===== config.mk =====
export PLATFORM = sky130hd
export DESIGN_NAME = bsr_dual_xcvr
export DESIGN_NICKNAME = d
export VERILOG_FILES = /design/src/rtl/bsr_pkg.sv /design/src/rtl/bsr_op_decode.sv /design/src/rtl/bsr_capture_mux.sv /design/src/rtl/bsr_cell_chain.sv /design/src/rtl/bsr_update_bank.sv /design/src/rtl/bsr_dual_xcvr.sv
export SDC_FILE = /design/constraint.sdc
export NUM_CORES = 1
export LEC_CHECK = 0
export BUFFER_PORTS_ARGS = -buffer_cell sky130_fd_sc_hd__buf_2
export CAP_MARGIN = 20
export CORE_UTILIZATION = 55
export CTS_CLUSTER_DIAMETER = 100
export CTS_CLUSTER_SIZE = 24
export DETAILED_ROUTE_END_ITERATION = 6
export PLACE_DENSITY = 0.81
export SYNTH_ARGS = -nofsm -noshare
export SYNTH_HDL_FRONTEND = slang
export SYNTH_HIERARCHICAL = 1
export SYNTH_SLANG_ARGS = --single-unit
export TNS_END_PERCENT = 5

===== constraint.sdc =====
create_clock -name tck -period 1.6 [get_ports tck]
set_clock_uncertainty 0.2 [all_clocks]
set_input_delay 0.08 -clock tck [delete_from_list [all_inputs] [get_ports tck]]
set_output_delay 0.08 -clock tck [all_outputs]
set_load 0.005 [all_outputs]

===== src/rtl/bsr_pkg.sv =====
package bsr_pkg;

    typedef enum logic [2:0] {
        OP_HOLD     = 3'd0,
        OP_CAPTURE  = 3'd1,
        OP_SHIFT    = 3'd2,
        OP_UPDATE   = 3'd3,
        OP_IDLE_CAP = 3'd4
    } bsr_op_e;

    localparam int unsigned N_OE  = 4;
    localparam int unsigned N_CTL = 4;

    function automatic int unsigned chain_len(input int unsigned half_w);
        return N_OE + N_CTL + 4 * half_w;
    endfunction

endpackage


===== src/rtl/bsr_op_decode.sv =====
module bsr_op_decode
    import bsr_pkg::*;
(
    input  logic    cap_dr,
    input  logic    shf_dr,
    input  logic    upd_dr,
    input  logic    idle_cap,
    output bsr_op_e op
);

    // Strobe priority: capture, shift, update, idle reload, hold.
    always_comb begin
        if (cap_dr)        op = OP_CAPTURE;
        else if (shf_dr)   op = OP_SHIFT;
        else if (upd_dr)   op = OP_UPDATE;
        else if (idle_cap) op = OP_IDLE_CAP;
        else               op = OP_HOLD;
    end

endmodule


===== src/rtl/bsr_capture_mux.sv =====
module bsr_capture_mux
    import bsr_pkg::*;
#(
    parameter int unsigned HALF_W = 9,
    localparam int unsigned PW  = 2 * HALF_W,
    localparam int unsigned LEN = N_OE + N_CTL + 2 * PW
) (
    input  logic              src_core,
    input  logic [1:0]        pin_en,
    input  logic [1:0]        pin_dir,
    input  logic [PW-1:0]     pin_a,
    input  logic [PW-1:0]     pin_b,
    input  logic [PW-1:0]     core_a,
    input  logic [PW-1:0]     core_b,
    input  logic [N_OE-1:0]   core_oe,
    output logic [LEN-1:0]    cap_vec
);

    logic [N_OE-1:0]  pin_oe;
    logic [N_CTL-1:0] ctl;

    // Enable cells derived from the per-half enable and direction pins.
    genvar h;
    generate
        for (h = 0; h < 2; h++) begin : g_half
            assign pin_oe[h]     = pin_en[h] & ~pin_dir[h]; // A side
            assign pin_oe[h + 2] = pin_en[h] &  pin_dir[h]; // B side
        end
    endgenerate

    assign ctl = {pin_dir, pin_en};

    always_comb begin
        if (src_core) cap_vec = {core_oe, ctl, core_a, core_b};
        else          cap_vec = {pin_oe,  ctl, pin_a,  pin_b};
    end

endmodule


===== src/rtl/bsr_cell_chain.sv =====
module bsr_cell_chain
    import bsr_pkg::*;
#(
    parameter int unsigned LEN = 44
) (
    input  logic           tck,
    input  logic           tlr_n,
    input  bsr_op_e        op,
    input  logic           tdi,
    input  logic [LEN-1:0] cap_vec,
    output logic [LEN-1:0] stage
);

    genvar i;
    generate
        for (i = 0; i < LEN; i++) begin : g_cell
            logic ser_in;
            logic cell_q;

            if (i == LEN - 1) begin : g_head
                assign ser_in = tdi;
            end else begin : g_body
                assign ser_in = stage[i + 1];
            end

            always_ff @(posedge tck or negedge tlr_n) begin
                if (!tlr_n) begin
                    cell_q <= 1'b0;
                end else begin
                    unique case (op)
                        OP_CAPTURE, OP_IDLE_CAP: cell_q <= cap_vec[i];
                        OP_SHIFT:                cell_q <= ser_in;
                        OP_UPDATE, OP_HOLD:      cell_q <= cell_q;
                        default:                 cell_q <= cell_q;
                    endcase
                end
            end

            assign stage[i] = cell_q;
        end
    endgenerate

    p_hold_r10: assert property (@(posedge tck) disable iff (!tlr_n)
        (op == OP_HOLD || op == OP_UPDATE) |=> $stable(stage))
        else $error("p_hold_r10");

    p_shift_head_r2: assert property (@(posedge tck) disable iff (!tlr_n)
        (op == OP_SHIFT) |=> (stage[LEN-1] == $past(tdi)) && (stage[0] == $past(stage[1])))
        else $error("p_shift_head_r2");

endmodule


===== src/rtl/bsr_update_bank.sv =====
module bsr_update_bank
    import bsr_pkg::*;
#(
    parameter int unsigned LEN = 44
) (
    input  logic           tck,
    input  logic           tlr_n,
    input  bsr_op_e        op,
    input  logic [LEN-1:0] stage,
    output logic [LEN-1:0] upd_q
);

    always_ff @(posedge tck or negedge tlr_n) begin
        if (!tlr_n)                upd_q <= '0;
        else if (op == OP_UPDATE)  upd_q <= stage;
    end

    p_upd_stable_r8: assert property (@(posedge tck) disable iff (!tlr_n)
        (op != OP_UPDATE) |=> $stable(upd_q))
        else $error("p_upd_stable_r8");

    always @(posedge tck) begin
        if (!tlr_n) begin
            p_reset_oe_r4: assert (upd_q[LEN-1 -: N_OE] == '0)
                else $error("p_reset_oe_r4");
        end
    end

endmodule


===== src/rtl/bsr_dual_xcvr.sv =====
module bsr_dual_xcvr
    import bsr_pkg::*;
#(
    parameter int unsigned HALF_W = 9,
    localparam int unsigned PW  = 2 * HALF_W,
    localparam int unsigned LEN = N_OE + N_CTL + 2 * PW
) (
    input  logic              tck,
    input  logic              tlr_n,
    input  logic              cap_dr,
    input  logic              shf_dr,
    input  logic              upd_dr,
    input  logic              idle_cap,
    input  logic              src_core,
    input  logic              tdi,
    input  logic [1:0]        pin_en,
    input  logic [1:0]        pin_dir,
    input  logic [PW-1:0]     pin_a,
    input  logic [PW-1:0]     pin_b,
    input  logic [PW-1:0]     core_a,
    input  logic [PW-1:0]     core_b,
    input  logic [N_OE-1:0]   core_oe,
    output logic              tdo,
    output logic [N_OE-1:0]   tm_oe,
    output logic [1:0]        tm_dir,
    output logic [1:0]        tm_en,
    output logic [PW-1:0]     tm_a,
    output logic [PW-1:0]     tm_b
);

    bsr_op_e          op;
    logic [LEN-1:0]   cap_vec;
    logic [LEN-1:0]   stage;
    logic [LEN-1:0]   upd_q;

    bsr_op_decode u_dec (
        .cap_dr   (cap_dr),
        .shf_dr   (shf_dr),
        .upd_dr   (upd_dr),
        .idle_cap (idle_cap),
        .op       (op)
    );

    bsr_capture_mux #(.HALF_W(HALF_W)) u_mux (
        .src_core (src_core),
        .pin_en   (pin_en),
        .pin_dir  (pin_dir),
        .pin_a    (pin_a),
        .pin_b    (pin_b),
        .core_a   (core_a),
        .core_b   (core_b),
        .core_oe  (core_oe),
        .cap_vec  (cap_vec)
    );

    bsr_cell_chain #(.LEN(LEN)) u_chain (
        .tck     (tck),
        .tlr_n   (tlr_n),
        .op      (op),
        .tdi     (tdi),
        .cap_vec (cap_vec),
        .stage   (stage)
    );

    bsr_update_bank #(.LEN(LEN)) u_upd (
        .tck   (tck),
        .tlr_n (tlr_n),
        .op    (op),
        .stage (stage),
        .upd_q (upd_q)
    );

    assign tdo = stage[0];
    assign {tm_oe, tm_dir, tm_en, tm_a, tm_b} = upd_q;

    // Enable-cell equations checked at the chain against the pins.
    p_cap_pin_oe_r5: assert property (@(posedge tck) disable iff (!tlr_n)
        ((cap_dr || (!shf_dr && !upd_dr && idle_cap)) && !src_core) |=>
        (stage[LEN-1] == $past(pin_en[1] & pin_dir[1])) &&
        (stage[LEN-2] == $past(pin_en[0] & pin_dir[0])) &&
        (stage[LEN-3] == $past(pin_en[1] & ~pin_dir[1])) &&
        (stage[LEN-4] == $past(pin_en[0] & ~pin_dir[0])))
        else $error("p_cap_pin_oe_r5");

    p_cap_core_oe_r7: assert property (@(posedge tck) disable iff (!tlr_n)
        (cap_dr && src_core) |=> (stage[LEN-1 -: N_OE] == $past(core_oe)))
        else $error("p_cap_core_oe_r7");

endmodule


==> run summary <==
status - completed
Ant. Diodes - 0
H-Tree Depth - 3
Pleak - 3.224 nW
area of the multi-input gates - 3138 um^2
clock sink total - 88
worst skew pair latency - 370 ps
Worst Path Arrival - 1660 ps
top cells by area, synth - dfrtp_1 (37%), mux2_4 (18%), mux2i_1 (15%)
die area - 11,320 um^2
Bufs on Longest Clock Path - 2
post-CTS setup buffer count - 0
I/O Buffers - 132
Initial Util - 0.5727
Chip Width - 106.4 um
Netlist cell types - 20
clk root buf - clkbuf_8
ANT nets after route - 0
clock slew at reported path FFs - 80 ps
syn_nets - 582
routed len/inst - 18.14 um
drc violations - 0
Synth Instances - 494
cells along the critical path - dlygate4sd3_1, buf_4, dlygate4sd3_1
# fillers - 789
DR vias/cell - 5.702
ratio of cells with drive above 1 in the final layout - 0.5153
Yosys top cell area share - 0.3675
All-Layer GR Usage - 0.2423
Die Ht - 106.4 um
max_slew headroom - 0.6419
first-pass GRT wire length - 21.40 mm
final core occ - 0.6498
Synth Warn # - 6
Fin Hold WS - 29.98 ps
Largest stage delay, worst path - 900 ps
final hold viol count - 0
CTS buffer count - 9
RSZ-0062 raised after global routing - no
Most common cell on crit path - dlygate4sd3_1
max_cap viols - 0
largest net degree at the start of global routing - 35
Via Count - 4,128
fin crit period - 1392 ps
starting DRC count in detailed routing - 145
Pins Over Slew Limit - 0
pin slew with the least headroom to its limit - 535.4 ps
Final Net Count - 672
initial antenna violation count - 0
FMAX - 718.6 MHz
Period Utilization, post-route - 0.8697
Routability Congestion - 0.7843
drt pass-1 iters - 4
Post-Syn Area per Cell - 12.13 um^2
sequential fraction of the synthesis area - 0.3675
register bit total from synthesis - 88
crit path launch type - input pin
PwrDens - 1045 nW/um^2
cts-stage hold buffer count - 3
Reg area - 2202 um^2
Ports - 133
vias in the first global route - 4,381
synthesized area - 5992 um^2
final setup fails - 0
area grow syn2layout - 13.47%
area leader, netlist - dfrtp_1
slowest stage cell, crit path - dlygate4sd3_1
dpl hpwl - 9.280 mm
Rows - 37
post-CTS resize count - 0
crit end category - asynchronous set/reset pin
worst hold path type - input pin to asynchronous set/reset pin
Congestion Overflow GR - 0
core region area - 10,460 um^2
CTS tree - done
drt total wl - 13.13 mm
Crit Path Class - input pin to asynchronous set/reset pin
VDD IR max - 0.4738 mV
Critical Path RT - 1870 ps
Crit Path Max Fanout - 12
layout by cell type, fill, tap and decap left out, types with 4 or more instances in the layout:
cell type  netlist  layout
mux2_4          72      72
mux2_2           8       8
clkbuf_8         0      10
buf_4           52      15
dfrtp_1         88      88
nor2_1          47      46
o21ai_0          4       4
nand2_1          7       6
buf_2           10     131
mux2i_1         88      88
nand2b_1        46      46
buf_12           3      15
o221a_2         42      42
where the power goes:
group | switching (mW) | total (mW) | leakage (nW) | internal [mW]
clock | 0.790 | 1.54 | 0.0989 | 0.749
sequential | 0.471 | 3.27 | 0.985 | 2.80
combinational | 0.849 | 2.30 | 2.14 | 1.45
cells in the mapped netlist:
cell / instances
clkbuf_1: 7
buf_6: 13
a21o_2: 1
nand3b_4: 1
mux2_2: 8
dfrtp_1: 88
buf_2: 10
o21ai_0: 4
nand2_1: 7
maj3_2: 1
nor4b_2: 1
mux2_4: 72
buf_12: 3
inv_1: 1
o221a_2: 42
mux2i_1: 88
nand2b_1: 46
buf_4: 52
o221a_1: 2
nor2_1: 47
area by class of cell:
type	count	area share
Clock buffer	11	0.02080
Clock inverter	4	0.006625
Inverter	1	0.0005521
Multi-Input combinational cell	320	0.4615
Sequential cell	88	0.3239
Tap cell	136	0.02503
Timing Repair Buffer	164	0.1616
routing by layer:
layer	global-route usage	vias up	routed length [um]
met5	0	-	0
met4	0.1042	0	293
met3	0.04169	28	549
met2	0.3989	113	6461
met1	0.3131	2079	5827
li1	-	1908	-
state kept, by name (all words and copies together), names as in the netlist:
signal / count
u_upd/upd_q: 44
u_chain/g_cell.ser_in: 42
u_chain/g_cell.cell_q: 2
path summary, 6_finish.rpt:
kind	start	endpoint	slack, ps	cells after the start
hold reg to reg	u_upd/upd_q[27]$_DFFE_PN0N_	u_upd/upd_q[27]$_DFFE_PN0N_	310	1
hold / removal	tlr_n	u_chain/g_cell[20].ser_in$_DFFE_PN0P_	30	3
max in group tck	upd_dr	u_chain/g_cell[20].ser_in$_DFFE_PN0P_	250	7
setup / recovery	tlr_n	u_upd/upd_q[15]$_DFFE_PN0N_	210	3
min in group tck	pin_dir[1]	u_chain/g_cell[38].ser_in$_DFFE_PN0P_	60	4
setup reg to reg	u_chain/g_cell[19].ser_in$_DFFE_PN0P_	u_chain/g_cell[19].ser_in$_DFFE_PN0P_	330	3
cells by family after synthesis:
kind of cell / count (synthesis) / share of synthesized area
adders and majority gates: 1 / 0.001879
muxes: 168 / 0.3425
AOI/OAI and AO/OA: 49 / 0.08749
and+or+nand+nor: 102 / 0.08770
buffers and inverters: 86 / 0.1130
DFF: 88 / 0.3675
worst max-delay path, delay by kind of cell:
kind / cells / cell delay, ps
buffers and inverters: 3 / 1570
per-stage QoR:
| stage | instances | cell area, um^2 | power (mW) | setup TNS (ps) | setup WS (ps) |
|---|---|---|---|---|---|
| final | 724 | 6799 | 7.105 | 0 | 208.4 |
| after global routing | 724 | 6799 | 7.486 | 0 | 78.31 |
| after floorplan | 494 | 5992 | 4.957 | 0 | 47.74 |
| after detailed placement | 706 | 6583 | 5.588 | -3803 | -113.0 |
| after CTS | 724 | 6799 | 7.128 | 0 | 169.7 |
| after global placement | 706 | 6583 | 5.477 | -708.2 | -28.13 |
No activity file was read; power rests on OpenSTA's default activity.
